**config.mk**
```make
export PLATFORM = sky130hd
export DESIGN_NAME = aud_ser_tx
export DESIGN_NICKNAME = d
export VERILOG_FILES = /design/src/rtl/aud_tx_pkg.sv /design/src/rtl/aud_bclk_gen.sv /design/src/rtl/aud_slot_ctr.sv /design/src/rtl/aud_frame_shadow.sv /design/src/rtl/aud_bit_mux.sv /design/src/rtl/aud_ser_tx.sv
export SDC_FILE = /design/constraint.sdc
export NUM_CORES = 1
export LEC_CHECK = 0
export ABC_AREA = 1
export CORE_MARGIN = 8
export CORE_UTILIZATION = 55
export DETAILED_ROUTE_END_ITERATION = 10
export PLACE_DENSITY = 0.8
export RECOVER_POWER = 100
export SYNTH_ARGS = -nofsm -noshare
export SYNTH_HDL_FRONTEND = slang
export SYNTH_HIERARCHICAL = 1
export SYNTH_SLANG_ARGS = --single-unit
```
**constraint.sdc**
```tcl
create_clock -name clk -period 9.1 [get_ports clk]
set_input_delay 1.365 -clock clk [delete_from_list [all_inputs] [get_ports clk]]
set_output_delay 1.365 -clock clk [all_outputs]
set_load 0.02 [all_outputs]
```
**src/rtl/aud_tx_pkg.sv**
```systemverilog
package aud_tx_pkg;
  localparam int WMAX   = 32;
  localparam int SLOTS  = 64;
  localparam int HALF   = SLOTS / 2;
  localparam int SLOT_W = $clog2(SLOTS);
  localparam int POS_W  = SLOT_W + 1;
  localparam int IDX_W  = $clog2(WMAX);

  typedef enum logic [1:0] {
    FMT_RJ      = 2'd0,
    FMT_I2S     = 2'd1,
    FMT_DSP     = 2'd2,
    FMT_I2S_ALT = 2'd3
  } fmt_e;

  typedef logic [POS_W-1:0] pos_t;
  typedef logic [IDX_W-1:0] idx_t;

  // word length in bits from the select code
  function automatic pos_t wl_bits(input logic [1:0] sel);
    case (sel)
      2'd0:    return pos_t'(16);
      2'd1:    return pos_t'(20);
      2'd2:    return pos_t'(24);
      default: return pos_t'(WMAX);
    endcase
  endfunction

  // first slot of the left word
  function automatic pos_t left_start(input fmt_e m, input pos_t n);
    return (m == FMT_RJ) ? pos_t'(HALF) - n : pos_t'(1);
  endfunction

  // first slot of the right word
  function automatic pos_t right_start(input fmt_e m, input pos_t n);
    case (m)
      FMT_RJ:  return pos_t'(SLOTS) - n;
      FMT_DSP: return pos_t'(1) + n;
      default: return pos_t'(HALF + 1);
    endcase
  endfunction

  // bit sent at offset off (0 = MSB) of an n-bit word held in w[n-1:0]
  function automatic logic word_bit(input logic [WMAX-1:0] w, input pos_t n, input pos_t off);
    idx_t idx;
    idx = idx_t'(n - off - pos_t'(1));
    return w[idx];
  endfunction
endpackage

```
**src/rtl/aud_bclk_gen.sv**
```systemverilog
module aud_bclk_gen #(
  parameter int DIV_W = 8
) (
  input  logic             clk,
  input  logic             rst_n,
  input  logic [DIV_W-1:0] div_half,
  output logic             bclk,
  output logic             fall_evt
);
  logic [DIV_W-1:0] cnt;
  logic [DIV_W-1:0] lim;
  logic             tick;

  assign lim      = (div_half == '0) ? DIV_W'(1) : div_half;
  assign tick     = ({1'b0, cnt} + 1'b1) >= {1'b0, lim};
  assign fall_evt = tick & bclk;

  always_ff @(posedge clk) begin
    if (!rst_n) begin
      cnt  <= '0;
      bclk <= 1'b0;
    end else if (tick) begin
      cnt  <= '0;
      bclk <= ~bclk;
    end else begin
      cnt  <= cnt + 1'b1;
    end
  end

  AST_BCLK_HOLD: assert property (@(posedge clk) disable iff (!rst_n)
    !tick |=> $stable(bclk));
endmodule

```
**src/rtl/aud_slot_ctr.sv**
```systemverilog
module aud_slot_ctr
  import aud_tx_pkg::*;
(
  input  logic              clk,
  input  logic              rst_n,
  input  logic              fall_evt,
  output logic [SLOT_W-1:0] slot,
  output logic              frame_start
);
  assign frame_start = fall_evt && (slot == SLOT_W'(SLOTS - 1));

  always_ff @(posedge clk) begin
    if (!rst_n)        slot <= SLOT_W'(SLOTS - 1);
    else if (fall_evt) slot <= slot + 1'b1;
  end

  AST_SLOT_WRAP: assert property (@(posedge clk) disable iff (!rst_n)
    frame_start |=> (slot == '0));
  AST_SLOT_HOLD: assert property (@(posedge clk) disable iff (!rst_n)
    !fall_evt |=> $stable(slot));
endmodule

```
**src/rtl/aud_frame_shadow.sv**
```systemverilog
module aud_frame_shadow
  import aud_tx_pkg::*;
(
  input  logic            clk,
  input  logic            rst_n,
  input  logic            frame_start,
  input  logic [1:0]      fmt_sel,
  input  logic [1:0]      wlen_sel,
  input  logic            in_valid,
  input  logic [WMAX-1:0] in_left,
  input  logic [WMAX-1:0] in_right,
  output fmt_e            fmt_q,
  output pos_t            n_q,
  output logic [WMAX-1:0] left_q,
  output logic [WMAX-1:0] right_q,
  output logic            spill_q,
  output logic            underrun
);
  logic spills;

  // right word of the ending frame runs one slot past the frame
  assign spills = (right_start(fmt_q, n_q) + n_q) == pos_t'(SLOTS + 1);

  always_ff @(posedge clk) begin
    if (!rst_n) begin
      fmt_q    <= FMT_RJ;
      n_q      <= wl_bits(2'd0);
      left_q   <= '0;
      right_q  <= '0;
      spill_q  <= 1'b0;
      underrun <= 1'b0;
    end else if (frame_start) begin
      fmt_q    <= fmt_e'(fmt_sel);
      n_q      <= wl_bits(wlen_sel);
      spill_q  <= spills ? right_q[0] : 1'b0;
      underrun <= ~in_valid;
      if (in_valid) begin
        left_q  <= in_left;
        right_q <= in_right;
      end
    end
  end

  AST_UNDERRUN_FLAG: assert property (@(posedge clk) disable iff (!rst_n)
    frame_start |=> (underrun == !$past(in_valid)));
  AST_REPEAT_PAIR: assert property (@(posedge clk) disable iff (!rst_n)
    (frame_start && !in_valid) |=> ($stable(left_q) && $stable(right_q)));
  AST_CFG_HOLD: assert property (@(posedge clk) disable iff (!rst_n)
    !frame_start |=> ($stable(fmt_q) && $stable(n_q)));
endmodule

```
**src/rtl/aud_bit_mux.sv**
```systemverilog
module aud_bit_mux
  import aud_tx_pkg::*;
(
  input  logic [SLOT_W-1:0] slot,
  input  fmt_e              fmt_q,
  input  pos_t              n_q,
  input  logic [WMAX-1:0]   left_q,
  input  logic [WMAX-1:0]   right_q,
  input  logic              spill_q,
  output logic              lrclk,
  output logic              sdata
);
  pos_t p, ls, rs;

  assign p  = {1'b0, slot};
  assign ls = left_start(fmt_q, n_q);
  assign rs = right_start(fmt_q, n_q);

  always_comb begin
    if (p >= ls && p < ls + n_q)      sdata = word_bit(left_q, n_q, p - ls);
    else if (p >= rs && p < rs + n_q) sdata = word_bit(right_q, n_q, p - rs);
    else if (slot == '0)              sdata = spill_q;
    else                              sdata = 1'b0;
  end

  assign lrclk = (fmt_q == FMT_DSP) ? (slot == '0) : slot[SLOT_W-1];
endmodule

```
**src/rtl/aud_ser_tx.sv**
```systemverilog
module aud_ser_tx
  import aud_tx_pkg::*;
#(
  parameter int DIV_W = 8
) (
  input  logic             clk,
  input  logic             rst_n,
  input  logic [DIV_W-1:0] div_half,
  input  logic [1:0]       fmt_sel,
  input  logic [1:0]       wlen_sel,
  input  logic             in_valid,
  input  logic [WMAX-1:0]  in_left,
  input  logic [WMAX-1:0]  in_right,
  output logic             in_ready,
  output logic             bclk,
  output logic             lrclk,
  output logic             sdata,
  output logic             underrun
);
  logic              fall_evt;
  logic              frame_start;
  logic [SLOT_W-1:0] slot;
  fmt_e              fmt_q;
  pos_t              n_q;
  logic [WMAX-1:0]   left_q, right_q;
  logic              spill_q;

  aud_bclk_gen #(.DIV_W(DIV_W)) u_bclk (
    .clk(clk), .rst_n(rst_n), .div_half(div_half), .bclk(bclk), .fall_evt(fall_evt));

  aud_slot_ctr u_slot (
    .clk(clk), .rst_n(rst_n), .fall_evt(fall_evt), .slot(slot), .frame_start(frame_start));

  aud_frame_shadow u_shadow (
    .clk(clk), .rst_n(rst_n), .frame_start(frame_start), .fmt_sel(fmt_sel),
    .wlen_sel(wlen_sel), .in_valid(in_valid), .in_left(in_left), .in_right(in_right),
    .fmt_q(fmt_q), .n_q(n_q), .left_q(left_q), .right_q(right_q), .spill_q(spill_q),
    .underrun(underrun));

  aud_bit_mux u_mux (
    .slot(slot), .fmt_q(fmt_q), .n_q(n_q), .left_q(left_q), .right_q(right_q),
    .spill_q(spill_q), .lrclk(lrclk), .sdata(sdata));

  assign in_ready = frame_start;

  AST_OUT_ON_FALL: assert property (@(posedge clk) disable iff (!rst_n)
    !fall_evt |=> ($stable(sdata) && $stable(lrclk)));
  AST_DSP_PULSE: assert property (@(posedge clk) disable iff (!rst_n)
    (fmt_q == FMT_DSP && slot != '0) |-> !lrclk);
  AST_LEFT_HALF_LOW: assert property (@(posedge clk) disable iff (!rst_n)
    (fmt_q != FMT_DSP && slot < SLOT_W'(HALF)) |-> !lrclk);
  AST_READY_PULSE: assert property (@(posedge clk) disable iff (!rst_n)
    in_ready |=> !in_ready);
endmodule

```
# After elaboration in Yosys (flattened, before gate mapping)
# Index checks and enable logic that the tools add are counted.
# W data, S select, Z words.
# op_classes
bitwise	4
n_addsub	14
n_lt_le_gt_ge	7
n_reduce_logical	9
muxes	13
n_eq_ne	5
# op_table
operator	n
$sub A5 B5 Y5	4
$pmux W6 S3	1
$add A7 B6 Y7	2
$ge A6 B7 Y1	2
$lt A6 B7 Y1	2
$pmux W7 S2	1
$lt A5 B6 Y1 const B	2
$bmux W1 S5	2
$sub A5 B1 Y5 const B	2
$add A8 B1 Y9 const B	1
$ge A9 B8 Y1	1
$add A8 B1 Y8 const B	1
$logic_not A8 Y1	1
$mux W8	1
$add A1 B6 Y7 const A	1
$eq A7 B7 Y1 const B	1
$mux W1	7
$mux W7	1
$sub A6 B6 Y7 const A	1
$sub A7 B6 Y7 const A	1
$add A6 B1 Y6 const B	1
$eq A6 B6 Y1 const B	1
$logic_not A6 Y1	1
$eq A2 B2 Y1 const B	2
other kinds (7)	12
# totals
elab_cells	61
output_inout_bits	5
inputBits	79
reg_bits	89

# Logic depth before layout (Yosys ltp)
# depth
word_depth	9
depth_mapped	27
ltp_nobuf	25

# Cells and area by module
# Netlist, hierarchy kept.
# modules_own_cells
mod	area_per_inst_um2	seq_area_each_um2	instances	cells_per_inst
aud_frame_shadow	2791.4	1441.4	1	362
aud_bit_mux	2504.9	0.0	1	424
aud_bclk_gen	635.6	180.2	1	88
aud_slot_ctr	270.3	120.1	1	37

# Worst setup path after synthesis
# No wires, ideal clock.
# synth_path
path_type	input -> output
start	input div_half[1]
end	output in_ready
path_buffers	0
arrival_ps	3492
cell_stages	13
t_required_ps	7735
path_slack_ps	4243
path_cell_list	nor4_1 > a41o_1 > ha_1 > inv_1 > nand2_1 > nand3_1 > nand3_1 > nand2_1 > nand2_1 > nand2_2 > a21oi_2 > nand3_1 > nor3_1
# synth_via
elab_chain_cells	5
# synth_rtl
item	line_no	source
start: declaration	aud_ser_tx.sv:8	input logic [DIV_W-1:0] div_half,
$logic_not A8 Y1	aud_bclk_gen.sv:14	assign lim = (div_half == '0) ? DIV_W'(1) : div_half;
$mux W8 *	aud_bclk_gen.sv:14	
$ge A9 B8 Y1 *	aud_bclk_gen.sv:15	assign tick = ({1'b0, cnt} + 1'b1) >= {1'b0, lim};
$and A1 B1 Y1 *	aud_bclk_gen.sv:16	assign fall_evt = tick & bclk;
net fall_evt	aud_ser_tx.sv:20	logic fall_evt;
$logic_and A1 B1 Y1 *	aud_slot_ctr.sv:10	assign frame_start = fall_evt && (slot == SLOT_W'(SLOTS - 1));
end: declaration	aud_ser_tx.sv:14	output logic in_ready,
# Mark *: on every way through the listed nets, which the timed path passes. The rest lies on a longest branch.

# Worst setup path after layout
# layout_path
start	input div_half[1]
end	register u_shadow.right_q[2]
# layout_via
elab_chain_cells	6
# layout_rtl
item	line_no	source
$logic_not A8 Y1	aud_bclk_gen.sv:14	
$mux W8 *	aud_bclk_gen.sv:14	
$ge A9 B8 Y1 *	aud_bclk_gen.sv:15	
$and A1 B1 Y1 *	aud_bclk_gen.sv:16	
net fall_evt	aud_ser_tx.sv:20	
$logic_and A1 B1 Y1 *	aud_slot_ctr.sv:10	
$reduce_and A2 Y1 (no line) *	n/a	
end signal: assignment	aud_frame_shadow.sv:39	right_q <= in_right;
end: declaration	aud_frame_shadow.sv:15	output logic [WMAX-1:0] right_q,
# Marked as above.
# A chain may end at the register's enable or synchronous reset.

==> impl_metrics.tcl <==
set metrics [dict create \
    ir_drop_v 0.0000959 \
    seqPwrFrac 0.394 \
    tightest_slew_ns 1.94 \
    grt_pass1_vias 5542 \
    hold_buffers 0 \
    maxCapViolations 1 \
    design.die.area_um2 14900 \
    rsz0062_at_grt "no" \
    startpoint_type "input pin" \
    yosysWarnings 6 \
    drc_errors 0 \
    wl_per_cell_um 13.0 \
    grt_max_degree 78 \
    p_sw_frac 0.267 \
    holdPathStages 1 \
    max_freq_ghz 0.149 \
    synth-edff-count 0 \
    finalSetupTns_ns 0 \
    min_from "u_bclk/cnt[0]" \
    viasPerCell 5.20 \
    r2r_slack_ns 3.37 \
    async_reset_ff_frac 0 \
    ant_nets 0 \
    hold_violations 0 \
    synth_seq_cells 87 \
    antenna_found_initial 0 \
    grtUsageTotal 0.201 \
    power_density_nw_per_um2 134 \
    synthFlopType "dfxtp_1" \
    comb_power_share 0.219 \
    globalplace.congestion 0.833 \
    ys_types 47 \
    overflow 0 \
    slew_headroom -0.292 \
    coreArea_um2 10900 \
    worst_ep_required_time_ns 9.37 \
    setup_violations 0 \
    p_int_mw 0.713 \
    r2r-end "u_shadow/right_q[2]" \
    antennaDiodeCount 0 \
    drt_first_pass_iters 4 \
    routed-via-count 5803 \
    holdPathEnd "u_bclk/cnt[0]" \
    worstSetupPathType "input pin to flip-flop" \
    finalMaxSlewViolations 66 \
    finalCriticalPeriod_ns 6.73 \
    clkSinkCount 87 \
    fillerInstances 1038 \
    num_rows 38 \
    nets 1110 \
    cts_resized 0 \
    numCtsBuffers 9 \
    switchingPower_mw 0.260 \
    grt_pass1_wl_mm 24.8 \
    reg2reg_from "u_bclk/cnt[0]" \
    drtIter0Drc 406 \
    final_cell_mix "213 x nor2_1, 120 x nand2_1, 95 x inv_1" \
    seq_area_frac_synth 0.281 \
    hold_class "flip-flop to flip-flop" \
    clock_path_buffers 2 \
    ys_top_cells_by_area "dfxtp_1 28%, nor2_1 13%, ha_1 10%" \
    syn_to_final_growth_pct 16.9 \
    insertion_delay_ns 0.33 \
    yosysTopAreaCellShare 0.281 \
    cp_max_fo 65 \
    wirelength_mm 14.5 \
    reg2reg_depth 18 \
    avgSynthCellArea_um2 6.81 \
    die_y_um 122 \
    pre_cts_ws_ns 2.82 \
    yosysTopAreaCell "dfxtp_1" \
    cts_htree_levels 3 \
    p_leak_nw 3.23 \
    cts_tree "done" \
    violations "capacitance limit, slew limit" \
    outcome "finished with violations" \
    port_buffers 83 \
    clock-root-buffer "clkbuf_16" \
    die_w_um 122 \
    worstPathArrival_ns 7.00 \
    layout_commonest_cell "nor2_1" \
    path_clk_slew_ns 0.06 \
    pin_count 84 \
    cp-end-kind "flip-flop" \
    drive_gt1_frac 0.0523 \
    dpl.hpwl_mm 10.9 \
    period_share 0.739 \
    fin_skew_ns 0.00534 \
    start_util 0.567 \
    post_cts_buffers 0 \
    synth_cells 911 \
    syn_area_um2 6200 \
    setup_ws_ns 2.37 \
    clockPowerShare 0.387 \
]
-- registers in the layout (all words and copies together) (netlist names) --
| signal | count |
|---|---|
| u_shadow/fmt_q | 2 |
| u_shadow/right_q | 32 |
| u_bclk/bclk | 1 |
| u_bclk/cnt | 8 |
| u_slot/slot | 6 |
| u_shadow/n_q | 4 |
| u_shadow/spill_q | 1 |
| u_shadow/underrun | 1 |
| u_shadow/left_q | 32 |
-- area by class of cell --
type	instances	area, µm²	area share
Clock buffer	12	267	0.0367
Clock inverter	4	52.6	0.00725
Inverter	102	389	0.0536
Multi-Input combinational cell	686	3790	0.523
Sequential cell	87	1740	0.240
Tap cell	140	175	0.0242
Timing Repair Buffer	84	833	0.115
-- synth_stat cells (3+ instances only) --
cell type  number
nor2_1        212
nand2_1       119
inv_1          93
dfxtp_1        87
o21ai_0        83
nand3_1        57
ha_1           50
o21ai_1        37
a21oi_1        31
xor2_1         14
fa_1           11
buf_2          10
buf_6          10
o211ai_1        9
clkbuf_2        7
clkbuf_1        6
inv_2           6
nand3_2         6
nor2_2          6
nand2_2         5
nor3_1          5
xnor2_1         5
nand2_4         4
o22ai_1         4
a21oi_2         3
buf_4           3
nand4_1         3
o221ai_1        3
-- worst max-delay path: stages --
cell and delay (ns):
dlygate4sd3_1 0.55, nor4_1 0.29, a41o_1 0.21, ha_1 0.12
inv_1 0.03, nand2_1 0.04, nand3_1 0.07, nand3_1 0.06
nand2_1 0.05, nand2_1 0.07, nand2_1 0.09, a21oi_1 0.45
nand3_1 0.20, nor3_1 0.61, nand2_2 0.78, inv_1 1.69
nor2_1 0.14, nor2_1 0.17
-- stage by stage --
stage                     cell area, µm²  cells  hold WS [ns]   util  total power, mW
after detailed placement            6950   1099         0.467  0.636            0.600
after global routing                7250   1115         0.496  0.663             1.03
final                               7250   1115         0.477  0.663            0.974
after CTS                           7270   1115         0.480  0.665            0.983
after global placement              6950   1099         0.458  0.636            0.596
after floorplan                     6210    913         0.433      -            0.533
-- how the worst max path moves through the flow --
stage / start / endpoint / depth (start not counted)
after floorplan: div_half[1] / in_ready / 13
after global placement: div_half[1] / u_shadow/left_q[15] / 18
after detailed placement: div_half[1] / u_shadow/right_q[2] / 18
after CTS: div_half[1] / in_ready / 15
after global routing: div_half[1] / u_shadow/left_q[26] / 18
final: div_half[1] / u_shadow/right_q[2] / 18
-- metal layers --
metal	up-vias	routed length, µm	GRT usage
li1	3065	-	-
met1	2604	6720	0.246
met2	118	6800	0.343
met3	16	696	0.0407
met4	0	238	0.0701
met5	-	0	0
-- power by group through the flow --
stage,logic (mW),registers (mW),clock network [mW]
6_report,0.213,0.384,0.377
3_5_place_dp,0.208,0.392,0
2_1_floorplan,0.142,0.392,0
5_1_grt,0.241,0.383,0.404
4_1_cts,0.210,0.384,0.389
3_3_place_gp,0.204,0.392,0
-- cell families (layout without fill, tap and decap cells) --
| family | count (synthesis) | in the layout | share of synthesized area |
|---|---|---|---|
| buf+inv | 140 | 202 | 0.106 |
| compound gates | 179 | 179 | 0.159 |
| other cells | 1 | 3 | 0.000605 |
| xor+xnor | 19 | 19 | 0.0268 |
| simple gates | 424 | 424 | 0.291 |
| fa+ha+maj | 61 | 61 | 0.136 |
| flops | 87 | 87 | 0.281 |
No activity file was read; power rests on OpenSTA's default activity.
